$ cat src/rtl/intc_chain.sv
module intc_chain #(
  parameter int CH_W = 4,
  parameter int DW   = 8
) (
  input  logic                  clk,
  input  logic                  rst_n,
  input  logic [(1<<CH_W)-1:0]  src,
  input  logic [3:0]            reg_sel,
  input  logic                  wr_en,
  input  logic [DW-1:0]         wr_data,
  output logic [DW-1:0]         rd_data,
  input  logic                  iack_n,
  input  logic                  ds_n,
  input  logic                  ei_n,
  output logic                  eo_n,
  output logic                  irq_n,
  output logic                  vec_oe,
  output logic [DW-1:0]         vec_out
);
  localparam int NCH = 1 << CH_W;
  localparam int HB  = NCH / 2;

  localparam logic [3:0] S_EN_L = 4'd0, S_EN_H = 4'd1, S_PD_L = 4'd2, S_PD_H = 4'd3,
                         S_MK_L = 4'd4, S_MK_H = 4'd5, S_SV_L = 4'd6, S_SV_H = 4'd7,
                         S_VEC  = 4'd8;

  logic [NCH-1:0] en, pend, mask, serv, src_q;
  logic [NCH-1:0] en_nx, pend_nx, serv_nx, blk, elig;
  logic [DW-1:0]  vreg, vec_q;
  logic [CH_W-1:0] win;
  logic           busy, ack_go, sw_mode;

  wire [NCH-1:0] rise = src & ~src_q;
  wire wr_lo = wr_en && (reg_sel[0] == 1'b0);
  wire wr_hi = wr_en && (reg_sel[0] == 1'b1);

  assign sw_mode = vreg[3];

  always_comb begin
    logic acc;
    acc = 1'b0;
    for (int k = NCH - 1; k >= 0; k--) begin
      acc    = acc | serv[k];
      blk[k] = acc;
    end
  end

  assign elig  = pend & mask & ~blk;
  assign irq_n = ~|elig;

  always_comb begin
    win = '0;
    for (int k = 0; k < NCH; k++)
      if (elig[k]) win = k[CH_W-1:0];
  end

  assign ack_go = !iack_n && !ds_n && !ei_n && !irq_n && !busy;
  assign eo_n   = ei_n | ~irq_n | busy;

  always_comb begin
    en_nx = en;
    if (wr_lo && reg_sel[3:1] == 3'd0) en_nx[HB-1:0]   = wr_data;
    if (wr_hi && reg_sel[3:1] == 3'd0) en_nx[NCH-1:HB] = wr_data;
  end

  always_comb begin
    pend_nx = pend;
    if (wr_lo && reg_sel[3:1] == 3'd1) pend_nx[HB-1:0]   = pend[HB-1:0] & wr_data;
    if (wr_hi && reg_sel[3:1] == 3'd1) pend_nx[NCH-1:HB] = pend[NCH-1:HB] & wr_data;
    if (ack_go) pend_nx[win] = 1'b0;
    pend_nx = (pend_nx | rise) & en_nx;
  end

  always_comb begin
    serv_nx = serv;
    if (wr_lo && reg_sel[3:1] == 3'd3) serv_nx[HB-1:0]   = serv[HB-1:0] & wr_data;
    if (wr_hi && reg_sel[3:1] == 3'd3) serv_nx[NCH-1:HB] = serv[NCH-1:HB] & wr_data;
    if (ack_go && sw_mode) serv_nx[win] = 1'b1;
    if (wr_en && reg_sel == S_VEC && !wr_data[3]) serv_nx = '0;
  end

  always_ff @(posedge clk or negedge rst_n) begin
    if (!rst_n) begin
      en <= '0; pend <= '0; mask <= '0; serv <= '0; src_q <= '0;
      vreg <= '0; vec_q <= '0; busy <= 1'b0;
    end else begin
      src_q <= src;
      en    <= en_nx;
      pend  <= pend_nx;
      serv  <= serv_nx;
      if (wr_en && reg_sel == S_MK_L) mask[HB-1:0]   <= wr_data;
      if (wr_en && reg_sel == S_MK_H) mask[NCH-1:HB] <= wr_data;
      if (wr_en && reg_sel == S_VEC)  vreg <= wr_data;
      if (ack_go) begin
        busy  <= 1'b1;
        vec_q <= {vreg[DW-1:CH_W], win};
      end else if (iack_n || ds_n) begin
        busy <= 1'b0;
      end
    end
  end

  assign vec_oe  = busy;
  assign vec_out = busy ? vec_q : '0;

  always_comb begin
    case (reg_sel)
      S_EN_L:  rd_data = en[HB-1:0];
      S_EN_H:  rd_data = en[NCH-1:HB];
      S_PD_L:  rd_data = pend[HB-1:0];
      S_PD_H:  rd_data = pend[NCH-1:HB];
      S_MK_L:  rd_data = mask[HB-1:0];
      S_MK_H:  rd_data = mask[NCH-1:HB];
      S_SV_L:  rd_data = serv[HB-1:0];
      S_SV_H:  rd_data = serv[NCH-1:HB];
      S_VEC:   rd_data = vreg;
      default: rd_data = '0;
    endcase
  end

  p_pend_needs_en_r3: assert property (@(posedge clk) disable iff (!rst_n)
    (pend & ~en) == '0);

  p_vec_gate_r6: assert property (@(posedge clk) disable iff (!rst_n)
    $rose(vec_oe) |-> $past(!ei_n));

  p_eo_quiet_r7: assert property (@(posedge clk) disable iff (!rst_n)
    !irq_n |-> eo_n);

  p_sw_service_r9: assert property (@(posedge clk) disable iff (!rst_n)
    ($rose(vec_oe) && !$past(wr_en) && sw_mode) |-> serv[vec_out[CH_W-1:0]]);

  p_auto_no_service_r8: assert property (@(posedge clk) disable iff (!rst_n)
    ($rose(vec_oe) && !$past(wr_en) && !sw_mode) |-> !serv[vec_out[CH_W-1:0]]);

  p_vec_hold_r5: assert property (@(posedge clk) disable iff (!rst_n)
    (vec_oe && $past(vec_oe)) |-> $stable(vec_out));
endmodule

$ cat config.mk
export PLATFORM = sky130hd
export DESIGN_NAME = intc_chain
export DESIGN_NICKNAME = d
export VERILOG_FILES = /design/src/rtl/intc_chain.sv
export SDC_FILE = /design/constraint.sdc
export NUM_CORES = 1
export LEC_CHECK = 0
export CAP_MARGIN = 20
export CORE_AREA = 5 5 150 80
export CTS_BUF_LIST = sky130_fd_sc_hd__clkbuf_8
export CTS_CLUSTER_SIZE = 12
export DETAILED_ROUTE_END_ITERATION = 7
export DIE_AREA = 0 0 155 85
export DONT_BUFFER_PORTS = 1
export SYNTH_ARGS = -nofsm -noshare
export SYNTH_HDL_FRONTEND = slang
export SYNTH_SLANG_ARGS = --single-unit
$ cat constraint.sdc
create_clock -name clk -period 2.8 [get_ports clk]
set_input_delay 0 -clock clk [delete_from_list [all_inputs] [get_ports clk]]
set_output_delay 0 -clock clk [all_outputs]
set_load 0.005 [all_outputs]
* Yosys cells after proc, flatten, opt, wreduce, memory -nomap -nowiden
Index checks and enable logic that the tools add are counted.
** Operators by class
- Muxes and demuxes :: 30
- Add/subtract/negate cells :: 0
- Multipliers :: 0
- Shifts and indexed selects :: 0
- Order comparisons :: 2
- Reductions and logical operators :: 29
- Bitwise logic cells :: 32
- Equality and inequality tests :: 10
- Div/mod/pow operators :: 0
** Operators with widths (count)
- bitwise AND 16 bit :: 5
- one-hot mux 8 bit (9 select lines) :: 1
- 2-to-1 mux 4 bit :: 14
- 2-to-1 mux 8 bit :: 7
- 2-to-1 mux 16 bit :: 3
- NOT 16 bit :: 3
- bitwise AND 8 bit :: 4
- bitwise OR 16 bit :: 2
- logical AND 1 bit :: 18
- bitwise OR 1 bit :: 17
- == test 4 x 3 -> 1 bit (second input constant) :: 4
- OR reduction 16 bit :: 1
- == test 4 x 2 -> 1 bit (second input constant) :: 2
- zero test 1 bit :: 6
- < comparator 4 x 5 -> 1 bit (second input constant) :: 1
- demux 1 bit (select 4 bit) :: 1
- == test 4 x 1 -> 1 bit (second input constant) :: 1
- == test 4 bit (second input constant) :: 1
- >= comparator 4 x 1 -> 1 bit (second input constant) :: 1
- zero test 4 bit :: 1
- 2-to-1 mux 1 bit :: 4
- == test 3 x 1 -> 1 bit (second input constant) :: 1
- == test 3 x 2 -> 1 bit (second input constant) :: 1
- zero test 3 bit :: 1
- other kinds (3) :: 3
** Word-level totals
- Input port bits :: 34
- Bits in latches :: 0
- Memory bits (read-only) :: 0
- Memories :: 0
- Output and inout bits :: 19
- Register bits after elaboration :: 97
- Memory bits (writable) :: 0

* Logic depth before layout (Yosys ltp)
Gate-level depths: netlist (run 1).
- Word-level depth :: 41
- Depth in mapped cells :: 9
- Depth with buffers taken out :: 7

* Worst setup path after synthesis (run 1)
No wires, ideal clock.
- Path kind :: register to register
- From :: register serv[10]
- To :: register vec_q[7]
- Buffers on the path :: 2
- Data arrival time :: 2.274 ns
- Stages on the path, launching flop included :: 9
- Path slack :: 0.398 ns
- Clock period less this slack :: 2.402 ns
- Path through :: dfrtp_1 buf_2 or4_4 a2111oi_1 o21a_2 nor3_2 nor2_4 buf_4 mux2_1
** On the way
- Longest elaborated chain between the ends :: 16
** RTL lines
- start, declared :: RTL line 27 : logic [NCH-1:0] en, pend, mask, serv, src_q;
- start signal, assigned :: RTL line 90 : serv <= serv_nx;
- bitwise OR 1 bit (*) :: RTL line 43 : acc = acc | serv[k];
- bitwise OR 1 bit (10 in series) :: RTL line 43
- NOT 16 bit (*) :: RTL line 48 : assign elig = pend & mask & ~blk;
- bitwise AND 16 bit (*) :: RTL line 48
- OR reduction 16 bit (*) :: RTL line 49 : assign irq_n = ~|elig;
- logical AND 1 bit (*) (2 in series) :: RTL line 57 : assign ack_go = !iack_n && !ds_n && !ei_n && !irq_n && !busy;
- end signal, assigned :: RTL line 96 : vec_q <= {vreg[DW-1:CH_W], win};
- end, declared :: RTL line 29 : logic [DW-1:0] vreg, vec_q;
Every way passes the cells marked *; elsewhere a longest branch is shown, timed or not.
A chain may end at the register's enable or synchronous reset.

* Final worst setup path (run 1)
- From :: register serv[14]
- To :: register pend[14]
** On the way
- Longest elaborated chain between the ends :: 40
- Elaborated cells between the ends (all ways) :: 45
** RTL lines
- bitwise OR 1 bit (*) :: RTL line 43
- bitwise OR 1 bit (13 in series) :: RTL line 43
- NOT 16 bit (*) :: RTL line 48
- bitwise AND 16 bit (*) :: RTL line 48
- 2-to-1 mux 1 bit :: RTL line 54 : if (elig[k]) win = k[CH_W-1:0];
- 2-to-1 mux 4 bit (14 in series) :: RTL line 54
- < comparator 4 x 5 -> 1 bit (implied by the code) / >= comparator 4 x 1 -> 1 bit (equally long branches) :: RTL line 70 : if (ack_go) pend_nx[win] = 1'b0;
- logical AND 1 bit (implied by the code) :: RTL line 70
- 2-to-1 mux 1 bit (implied by the code) :: RTL line 70
- demux 1 bit (select 4 bit) :: RTL line 70
- NOT 16 bit (no source line)
- bitwise AND 16 bit (no source line)
- 2-to-1 mux 16 bit (*) :: RTL line 70
- bitwise OR 16 bit (*) :: RTL line 71 : pend_nx = (pend_nx | rise) & en_nx;
- bitwise AND 16 bit (*) :: RTL line 71
- via pend_nx[14] :: RTL line 28 : logic [NCH-1:0] en_nx, pend_nx, serv_nx, blk, elig;
- end signal, assigned :: RTL line 89 : pend <= pend_nx;
- end, declared :: RTL line 27
Mark *: on every way through the listed nets, which the timed path passes. The rest lies on a longest branch.

==> impl_metrics.env, run 1 <==
export IMPL_numCtsBuffers=9
export IMPL_sequentialPowerShare_pct=44.7
export IMPL_die_h_um=85
export IMPL_layout_drive_gt1_share_pct=17.8
export IMPL_rsz0062_at_grt="false"
export IMPL_die_area_um2=13200
export IMPL_fin_crit_sh_pct=95.9
export IMPL_tightestPinTransition_ns=0.676
export IMPL_status="complete, no violations"
export IMPL_h_tree_depth=3
export IMPL_synth_async_reset_ratio_pct=100
export IMPL_clock_latency_ns=0.38
export IMPL_leakage_nw=2.45
export IMPL_synth_seq_cells=97
export IMPL_ir_worst_vdd_v=0.000307
export IMPL_cap_violations=0
export IMPL_finalWirelength_um=18900
export IMPL_grt_pass1_wl_um=28400
export IMPL_crit_type="reg2reg"
export IMPL_grt_use_total_pct=29.1
export IMPL_hold_path_class="in2reg"
export IMPL_setup_tns_ns=0
export IMPL_crit_path_start_kind="flip-flop"
export IMPL_drc_errors=0
export IMPL_clkPwrFrac_pct=24.4
export IMPL_ant_nets=0
export IMPL_routed_via_density=6.61
export IMPL_cts_setup_buffers=0
export IMPL_max_freq_mhz=372
export IMPL_initial_core_util_pct=48.4
export IMPL_drt_initial_drc_count=507
export IMPL_switching_share_pct=36.9
export IMPL_drtPass1Iterations=5
export IMPL_cts_root_buffer="clkbuf_8"
export IMPL_finish_utilization_pct=55.8
export IMPL_syn_to_final_growth_pct=15.5
export IMPL_hold_violations=0
export IMPL_grt_max_degree=98
export IMPL_synthesis_area_um2=5150
export IMPL_diodes=0
export IMPL_crit_arrival_ns=2.96
export IMPL_cts_buffer_depth=2
export IMPL_path_clk_slew_ns=0.10
export IMPL_yosys_warnings=0
export IMPL_synth_edf_count=0
export IMPL_required_ns=3.08
export IMPL_pwr_density_cell_nw_per_um2=723
export IMPL_syn_avg_cell_area_um2=10.3
export IMPL_setup_slack_ns=0.114
export IMPL_critPathMaxFanout=8
export IMPL_dp_slack_ns=0.176
export IMPL_num_vias=4562
export IMPL_intPower_w=0.00271
export IMPL_synth_cells=499
export IMPL_switchingPower_w=0.00158
export IMPL_endpoint_kind="flip-flop"
export IMPL_antenna_found_initial=0
export IMPL_synth_seq_area_share_pct=47.2
export IMPL_min_period_ns=2.69
export IMPL_io_pins=53
export IMPL_fin_skew_ns=0.0132
export IMPL_core_area_um2=10600
export IMPL_die_w_um=155
export IMPL_max_slew_margin_rel_pct=54.8
export IMPL_cts_tree="built"
export IMPL_gr_total_overflow=0
export IMPL_finalSetupViolCount=0
export IMPL_slew_violations=0
export IMPL_ys_flop_type="dfrtp_1"
export IMPL_rows=27
export IMPL_finalNetCount=574
export IMPL_grt_pass1_vias=4439
export IMPL_cts_sinks=97
export IMPL_syn_nets=533
export IMPL_synth_distinct_cells=66
export IMPL_portBuffers=0
export IMPL_place_congestion=0.995
export IMPL_detailed_place_hpwl_um=13800
export IMPL_wl_per_cell_um=27.4
export IMPL_comb_power_share_pct=31.0
## layer usage
layer | track usage, % | vias up | routed length [um]
met2 | 35.1 | 275 | 6910
met5 | 0 | - | 0
met1 | 46.7 | 2313 | 9260
met3 | 13.0 | 19 | 2520
met4 | 5.13 | 0 | 217
li1 | - | 1955 | -
## placed cells by master (no fill, tap or decap), drive strengths merged, types with 3 or more instances in the layout
| cell type | count |
|---|---|
| a2111oi | 3 |
| a21boi | 10 |
| a21o | 6 |
| a21oi | 40 |
| a221oi | 3 |
| a31oi | 8 |
| a32oi | 8 |
| and2 | 12 |
| and3 | 4 |
| buf | 21 |
| clkbuf | 9 |
| dfrtp | 97 |
| dlygate4sd3 | 30 |
| inv | 7 |
| mux2 | 47 |
| mux2i | 15 |
| nand2 | 41 |
| nand2b | 10 |
| nand3 | 12 |
| nand3b | 10 |
| nand4 | 5 |
| nand4bb | 3 |
| nor2 | 22 |
| nor2b | 7 |
| nor3 | 17 |
| o211ai | 4 |
| o21a | 10 |
| o21ai | 36 |
| o221ai | 7 |
| o22ai | 5 |
| or2 | 3 |
| or3 | 4 |
## per-stage QoR
stage,total power [W],hold slack [ns],std cells,cell area [um^2]
after floorplan,0.00272,-0.296,499,5150
after global placement,0.00312,-0.294,643,5390
after detailed placement,0.00313,-0.294,643,5390
after CTS,0.00426,0.0335,690,5940
after global routing,0.00449,0.0562,690,5940
final,0.00430,0.0587,690,5940
## Yosys cell counts (all sizes together), types with 4 or more instances
master / count / area [um^2]
o221ai: 7 / 61.3
a21oi: 40 / 204
or3: 4 / 25.0
nand3: 12 / 60.1
o211ai: 4 / 30.0
a32oi: 8 / 70.1
a31oi: 8 / 50.1
buf: 8 / 43.8
o22ai: 5 / 31.3
a21boi: 10 / 78.8
o21a: 10 / 76.3
nand3b: 10 / 75.1
and3: 4 / 25.0
inv: 4 / 15.0
a21o: 6 / 45.0
and2: 12 / 75.1
mux2i: 15 / 150
nand2b: 10 / 62.6
mux2: 47 / 529
clkbuf: 13 / 48.8
nand2: 41 / 154
nor2: 22 / 92.6
dfrtp: 97 / 2430
nand4: 5 / 31.3
nor3: 17 / 100
nor2b: 7 / 43.8
o21ai: 36 / 180
## worst paths after layout
check	cells after the start	startpoint	slack, ns	end
setup / recovery	7	serv[14]	0.11	pend[14]
hold reg to reg	1	vec_q[7]	0.49	vec_q[7]
max in group asynchronous	2	rst_n	2.17	mask[7]
setup reg to reg	7	serv[14]	0.11	pend[14]
hold / removal	3	wr_data[5]	0.06	pend[13]
min in group asynchronous	2	rst_n	0.19	serv[7]
## logic make-up (layout without fill, tap and decap cells)
logic type,Yosys count,after routing,share of synthesized area [%]
buf+inv,25,71,2.09
flops,97,97,47.2
mux,62,62,13.2
simple gates,157,157,16.8
compound gates,158,158,20.8
## power by group through the flow
stage                     combinational, W  clock [W]  sequential, W
after floorplan                   0.000899          0        0.00182
after global placement             0.00120          0        0.00192
after detailed placement           0.00121          0        0.00193
after CTS                          0.00130    0.00106        0.00190
after global routing               0.00142    0.00113        0.00194
final                              0.00133    0.00105        0.00192
## final cells by class
| class | count | area (um^2) |
|---|---|---|
| clock buffer | 9 | 124 |
| clock inverter | 7 | 101 |
| fill | 975 | 4700 |
| inverter | 4 | 15.0 |
| multi-input combinational | 377 | 2620 |
| sequential | 97 | 2430 |
| tap | 145 | 181 |
| timing repair buffer | 51 | 478 |
## registers in the layout, indices dropped and copies added, names as in the netlist
signal and cells:
en 16, mask 16, pend 16, serv 16, src_q 16, vec_oe 1, vec_q 8, vreg 8
## worst max-delay path, cell delays in order, from the launching register on
cell and delay [ns]:
dfrtp_1 0.45, or4_4 0.59, a2111oi_0 0.39, a41o_2 0.20, a21oi_2 0.12, a211oi_4 0.50, a31oi_1 0.16, o21a_1 0.19
## timing repair
action | in CTS | in global routing
endpoints found under the setup margin | 0 | 4
hold endpoints to repair | 186 | 0
hold buffers | 31 | 0
gates resized for setup | 0 | 1
Note: power is estimated with default switching activity, not from simulation.
==> run 2: changes to the inputs <==
Settings changed: SETUP_SLACK_MARGIN set to 0.4.
==> run 2 against run 1 <==
  * Flip-flop and latch count unchanged
  * First-iteration DRC count up 15%
  * Clock skew down 0.0025 ns
  * Wire length up 2.6%
  * Core utilization up 1.9 points
  * Largest cell class unchanged
==> impl_metrics.env, run 2 (same netlist as run 1, synthesis figures left out) <==
export IMPL_num_vias=4668
export IMPL_die_area_um2=13200
export IMPL_max_slew_margin_rel_pct=47.2
export IMPL_path_clk_slew_ns=0.10
export IMPL_cts_buffer_depth=2
export IMPL_grt_pass1_wl_um=28700
export IMPL_gr_total_overflow=0
export IMPL_grt_use_total_pct=29.6
export IMPL_total_power_w=0.00441
export IMPL_grt_max_degree=98
export IMPL_placed_cells=645
export IMPL_layout_commonest_cell="dfrtp_1"
export IMPL_wl_met2_um=6920
export IMPL_min_period_ns=2.53
export IMPL_fin_crit_sh_pct=90.5
export IMPL_fillCellCount=943
export IMPL_fin_skew_ns=0.0108
export IMPL_antenna_found_initial=1
export IMPL_mostFrequentLayoutCells="dfrtp_1 (95), mux2_2 (43), nand2_1 (40)"
export IMPL_cap_violations=0
export IMPL_h_tree_depth=3
export IMPL_cts_tree="built"
export IMPL_die_h_um=85
export IMPL_ant_nets=0
export IMPL_io_pins=53
export IMPL_grt_pass1_vias=4391
export IMPL_cts_sinks=97
export IMPL_ir_worst_vdd_v=0.000292
export IMPL_finalWirelength_um=19400
export IMPL_instances_no_fill=707
export IMPL_status="complete, no violations"
export IMPL_hold_violations=0
export IMPL_finalNetCount=591
export IMPL_leakage_nw=2.53
export IMPL_portBuffers=0
export IMPL_cts_root_buffer="clkbuf_8"
export IMPL_r2r_end="pend[6]"
export IMPL_tightestPinTransition_ns=0.783
export IMPL_crit_type="reg2reg"
export IMPL_crit_path_start_kind="flip-flop"
export IMPL_detailed_place_hpwl_um=14300
export IMPL_pwr_density_cell_nw_per_um2=718
export IMPL_r2r_cells=8
export IMPL_required_ns=3.11
export IMPL_critPathMaxFanout=4
export IMPL_crit_arrival_ns=2.84
export IMPL_finalSetupViolCount=0
export IMPL_hold_path_class="in2reg"
export IMPL_top_layer="met5"
export IMPL_finish_utilization_pct=57.7
export IMPL_setup_tns_ns=0
export IMPL_cp_startpoint="serv[15]"
export IMPL_drtPass1Iterations=5
export IMPL_drc_errors=0
export IMPL_rsz0062_at_grt="true"
export IMPL_drt_initial_drc_count=582
export IMPL_layout_drive_gt1_share_pct=24.4
export IMPL_clock_latency_ns=0.38
export IMPL_met1_length_um=9180
export IMPL_routed_via_density=6.60
export IMPL_wl_met3_um=3040
export IMPL_syn_to_final_growth_pct=19.3
export IMPL_cp_slowest_cell="or4_4"
export IMPL_core_area_um2=10600
export IMPL_numCtsBuffers=9
export IMPL_path_cells="or4_4 > a211o_1 > a2111oi_4 > or2_4 > a211oi_4 > buf_6 > a41o_1 > a21boi_2"
export IMPL_slew_violations=0
export IMPL_rows=27
export IMPL_endpoint_kind="flip-flop"
export IMPL_initial_core_util_pct=48.4
export IMPL_place_area_um2=5410
export IMPL_diodes=0
export IMPL_critical_path_endpoint="pend[6]"
export IMPL_wl_per_cell_um=27.4
export IMPL_die_w_um=155
export IMPL_critPathMaxStageDelay_ns=0.58
export IMPL_final_area_um2=6140
export IMPL_r2r_start="serv[15]"
export IMPL_place_congestion=0.949
export IMPL_r2r_setup_slack_ns=0.27
export IMPL_max_freq_mhz=395
-- run 2: changes by cell type in the layout (fill, tap and decap cells not counted), sizes merged --
cell         previous run  this run
buf                    21        40
dlygate4sd3            30        28
bufinv                  2         0
clkinvlp                1         3
clkbuf                  9        10
inv                     7         6
-- run 2: worst min-delay path by stage --
stage	from	end	slack (ns)	depth (start not counted)
6_report	wr_en	serv[14]	0.10	3
5_1_grt	wr_en	serv[6]	0.09	3
3_3_place_gp	rst_n	src_q[14]	-0.29	0
3_5_place_dp	rst_n	src_q[14]	-0.29	0
4_1_cts	wr_en	serv[14]	0.06	3
2_1_floorplan	rst_n	en[0]	-0.30	0
-- run 2: what timing repair did --
item	CTS	global route
setup buffers	9	8
pin swaps	11	9
hold buffers	29	0
resized for setup	9	19
hold endpoints to repair	186	0
setup endpoints to repair	38	40
-- run 2: where the power goes --
group	leakage [nW]	switching (W)	internal, W
Sequential	1.22	0.000249	0.00166
Combinational	1.22	0.000915	0.000711
Clock	0.0863	0.000523	0.000349
-- run 2: area by class of cell --
type,count,area [um^2],share of cell area (%)
clock buffers,10,138,2.24
clock inverters,6,43.8,0.713
inverters,4,15.0,0.244
multi-input cells,377,2730,44.4
flip-flops and latches,97,2430,39.6
well taps,145,181,2.95
repair buffers,68,604,9.84
-- run 2: layer usage --
layer | up-vias | track usage [%]
li1 | 1987 | -
met1 | 2328 | 46.0
met2 | 323 | 34.7
met3 | 28 | 15.8
met4 | 2 | 6.89
met5 | - | 0
-- run 2: worst max-delay path: cells and delay by family (launching register included) --
| family | cells | cell delay, ns |
|---|---|---|
| buffers and inverters | 1 | 0.17 |
| flip-flops | 1 | 0.41 |
| AO/OA/AOI/OAI | 5 | 1.07 |
| AND/OR/NAND/NOR | 2 | 0.81 |
-- run 2: stage by stage --
step	setup slack, ns	hold slack [ns]
6_report	0.266	0.104
5_1_grt	0.204	0.0887
4_1_cts	0.271	0.0607
3_5_place_dp	0.141	-0.293
3_3_place_gp	0.0490	-0.294
2_1_floorplan	0.456	-0.296
==> run 3: changes to the inputs <==
Settings changed: CELL_PAD_IN_SITES_DETAIL_PLACEMENT set to 0, CELL_PAD_IN_SITES_GLOBAL_PLACEMENT set to 2, CORE_AREA 5 5 150 80 to 5 5 161 86, DIE_AREA 0 0 155 85 to 0 0 166 91, HOLD_SLACK_MARGIN set to 0.12, PLACE_DENSITY_LB_ADDON set to 0.1.
==> run 3 against run 2 <==
  * Combinational power is essentially flat
  * Global-route usage shrank 3.4 points
  * First-iteration DRC count shrank 0.69%
  * Register-to-register slack gained 0.08 ns
  * Wire length grew 2.7%
  * Flip-flop and latch count is the same
  * Via count shrank 0.54%
  * Critical path depth grew 1
  * Sequential share of layout area shrank 0.86 points
  * Power grew 2.3%
  * Fmax grew 3.1%
  * Critical path type unchanged
  * Highest routed layer unchanged
==> impl_metrics.env, run 3 (same netlist as run 1, synthesis figures left out) <==
export IMPL_total_power_w=0.00451
export IMPL_finalWirelength_um=19900
export IMPL_pwr_density_cell_nw_per_um2=718
export IMPL_portBuffers=0
export IMPL_gr_total_overflow=0
export IMPL_num_vias=4643
export IMPL_syn_to_final_growth_pct=22.1
export IMPL_tightestPinTransition_ns=0.703
export IMPL_rows=29
export IMPL_die_area_um2=15100
export IMPL_crit_arrival_ns=2.73
export IMPL_io_pins=53
export IMPL_die_h_um=91
export IMPL_initial_core_util_pct=41.8
export IMPL_setup_tns_ns=0
export IMPL_min_period_ns=2.46
export IMPL_grt_use_total_pct=26.2
export IMPL_min_from="reg_sel[0]"
export IMPL_hold_path_class="in2out"
export IMPL_cap_violations=0
export IMPL_antenna_found_initial=1
export IMPL_finalSetupViolCount=0
export IMPL_layout_drive_gt1_share_pct=24.2
export IMPL_drc_errors=0
export IMPL_clock_latency_ns=0.38
export IMPL_required_ns=3.08
export IMPL_ir_worst_vdd_v=0.000314
export IMPL_h_tree_depth=3
export IMPL_grt_met1_usage_pct=43.4
export IMPL_hold_path_depth=1
export IMPL_wl_per_cell_um=27.1
export IMPL_numCtsBuffers=9
export IMPL_layout_commonest_cell="dfrtp_1"
export IMPL_r2r_end="pend[14]"
export IMPL_die_w_um=166
export IMPL_routed_via_density=6.31
export IMPL_max_slew_margin_rel_pct=52.8
export IMPL_cts_buffer_depth=2
export IMPL_placed_cells=672
export IMPL_use_met3_pct=8.72
export IMPL_finalNetCount=595
export IMPL_core_area_um2=12300
export IMPL_detailed_place_hpwl_um=14300
export IMPL_diodes=0
export IMPL_holdWs_ns=0.120
export IMPL_cts_tree="built"
export IMPL_crit_type="reg2reg"
export IMPL_status="complete, no violations"
export IMPL_use_met2_pct=31.8
export IMPL_rsz0062_at_grt="true"
export IMPL_cts_root_buffer="clkbuf_8"
export IMPL_leakage_nw=2.57
export IMPL_grt_pass1_wl_um=29500
export IMPL_crit_path_start_kind="flip-flop"
export IMPL_fin_crit_sh_pct=87.8
export IMPL_critPathMaxFanout=8
export IMPL_instances_no_fill=736
export IMPL_endpoint_kind="flip-flop"
export IMPL_slew_violations=0
export IMPL_r2r_start="serv[14]"
export IMPL_drt_initial_drc_count=578
export IMPL_grt_max_degree=98
export IMPL_fin_skew_ns=0.00905
export IMPL_drtPass1Iterations=5
export IMPL_cts_sinks=97
export IMPL_ant_nets=0
export IMPL_max_freq_mhz=407
export IMPL_hold_violations=0
export IMPL_r2r_setup_slack_ns=0.34
export IMPL_whs_endpoint="rd_data[1]"
export IMPL_mostFrequentLayoutCells="dfrtp_1 (94), mux2_2 (43), nand2_1 (40)"
export IMPL_r2r_cells=9
export IMPL_gr_max_usage_layer="met1"
export IMPL_path_clk_slew_ns=0.10
export IMPL_place_congestion=0.936
export IMPL_grt_pass1_vias=4433
-- run 3: changes by cell type in the layout (fill, tap and decap cells not counted), moves of 2 or more --
cell / before / now
dlygate4sd3_1: 28 / 31
o21ai_1: 4 / 6
o21ai_2: 2 / 0
buf_6: 1 / 3
nor3_2: 4 / 2
nor3_4: 2 / 4
-- run 3: report_power, final --
part / switching (W) / leakage (nW) / total, W / internal (W)
Sequential: 0.000273 / 1.22 / 0.00193 / 0.00166
Combinational: 0.000884 / 1.26 / 0.00163 / 0.000745
Clock: 0.000515 / 0.0971 / 0.000946 / 0.000432
-- run 3: layout make-up --
cell class / instances / area [um^2]
fill: 1142 / 6020
inverter: 4 / 15.0
multi-input combinational: 377 / 2780
sequential: 97 / 2430
timing repair buffer: 72 / 649
clock inverter: 6 / 60.1
clock buffer: 10 / 138
tap: 170 / 213
-- run 3: metrics by stage --
stage                     utilization (%)  area [um^2]  setup WS, ns
after floorplan                         -         5150         0.456
after global placement               44.3         5450        0.0607
after detailed placement             44.3         5450         0.119
after CTS                            49.8         6130         0.396
after global routing                 51.1         6280         0.294
final                                51.1         6280         0.343
-- run 3: critical path: stages, from the launching register on --
cell and delay, ns:
dfrtp_1 0.40, or4_4 0.63, nor2_4 0.25, a41o_2 0.28, a21oi_2 0.07, buf_6 0.14
a211oi_4 0.16, buf_6 0.17, a31oi_1 0.09, o21a_1 0.18
-- run 3: what timing repair did --
item,4_1_cts,5_1_grt
hold endpoints to repair,192,0
hold buffers,32,0
endpoints found under the setup margin,32,34
setup buffers,10,6
gates resized for setup,14,22
pin swaps,12,11
-- run 3: worst max-delay path by stage --
stage	from	end	slack [ns]	cells past startpoint
3_5_place_dp	serv[14]	pend[7]	0.12	7
2_1_floorplan	serv[15]	vec_q[7]	0.46	8
5_1_grt	serv[14]	pend[6]	0.29	8
4_1_cts	mask[15]	pend[5]	0.40	7
6_report	serv[14]	pend[14]	0.34	9
3_3_place_gp	serv[14]	pend[7]	0.06	7
-- run 3: layer usage --
layer	vias to the layer above	wire, um
li1	1998	-
met1	2332	9930
met2	280	7280
met3	31	2400
met4	2	315
met5	-	7
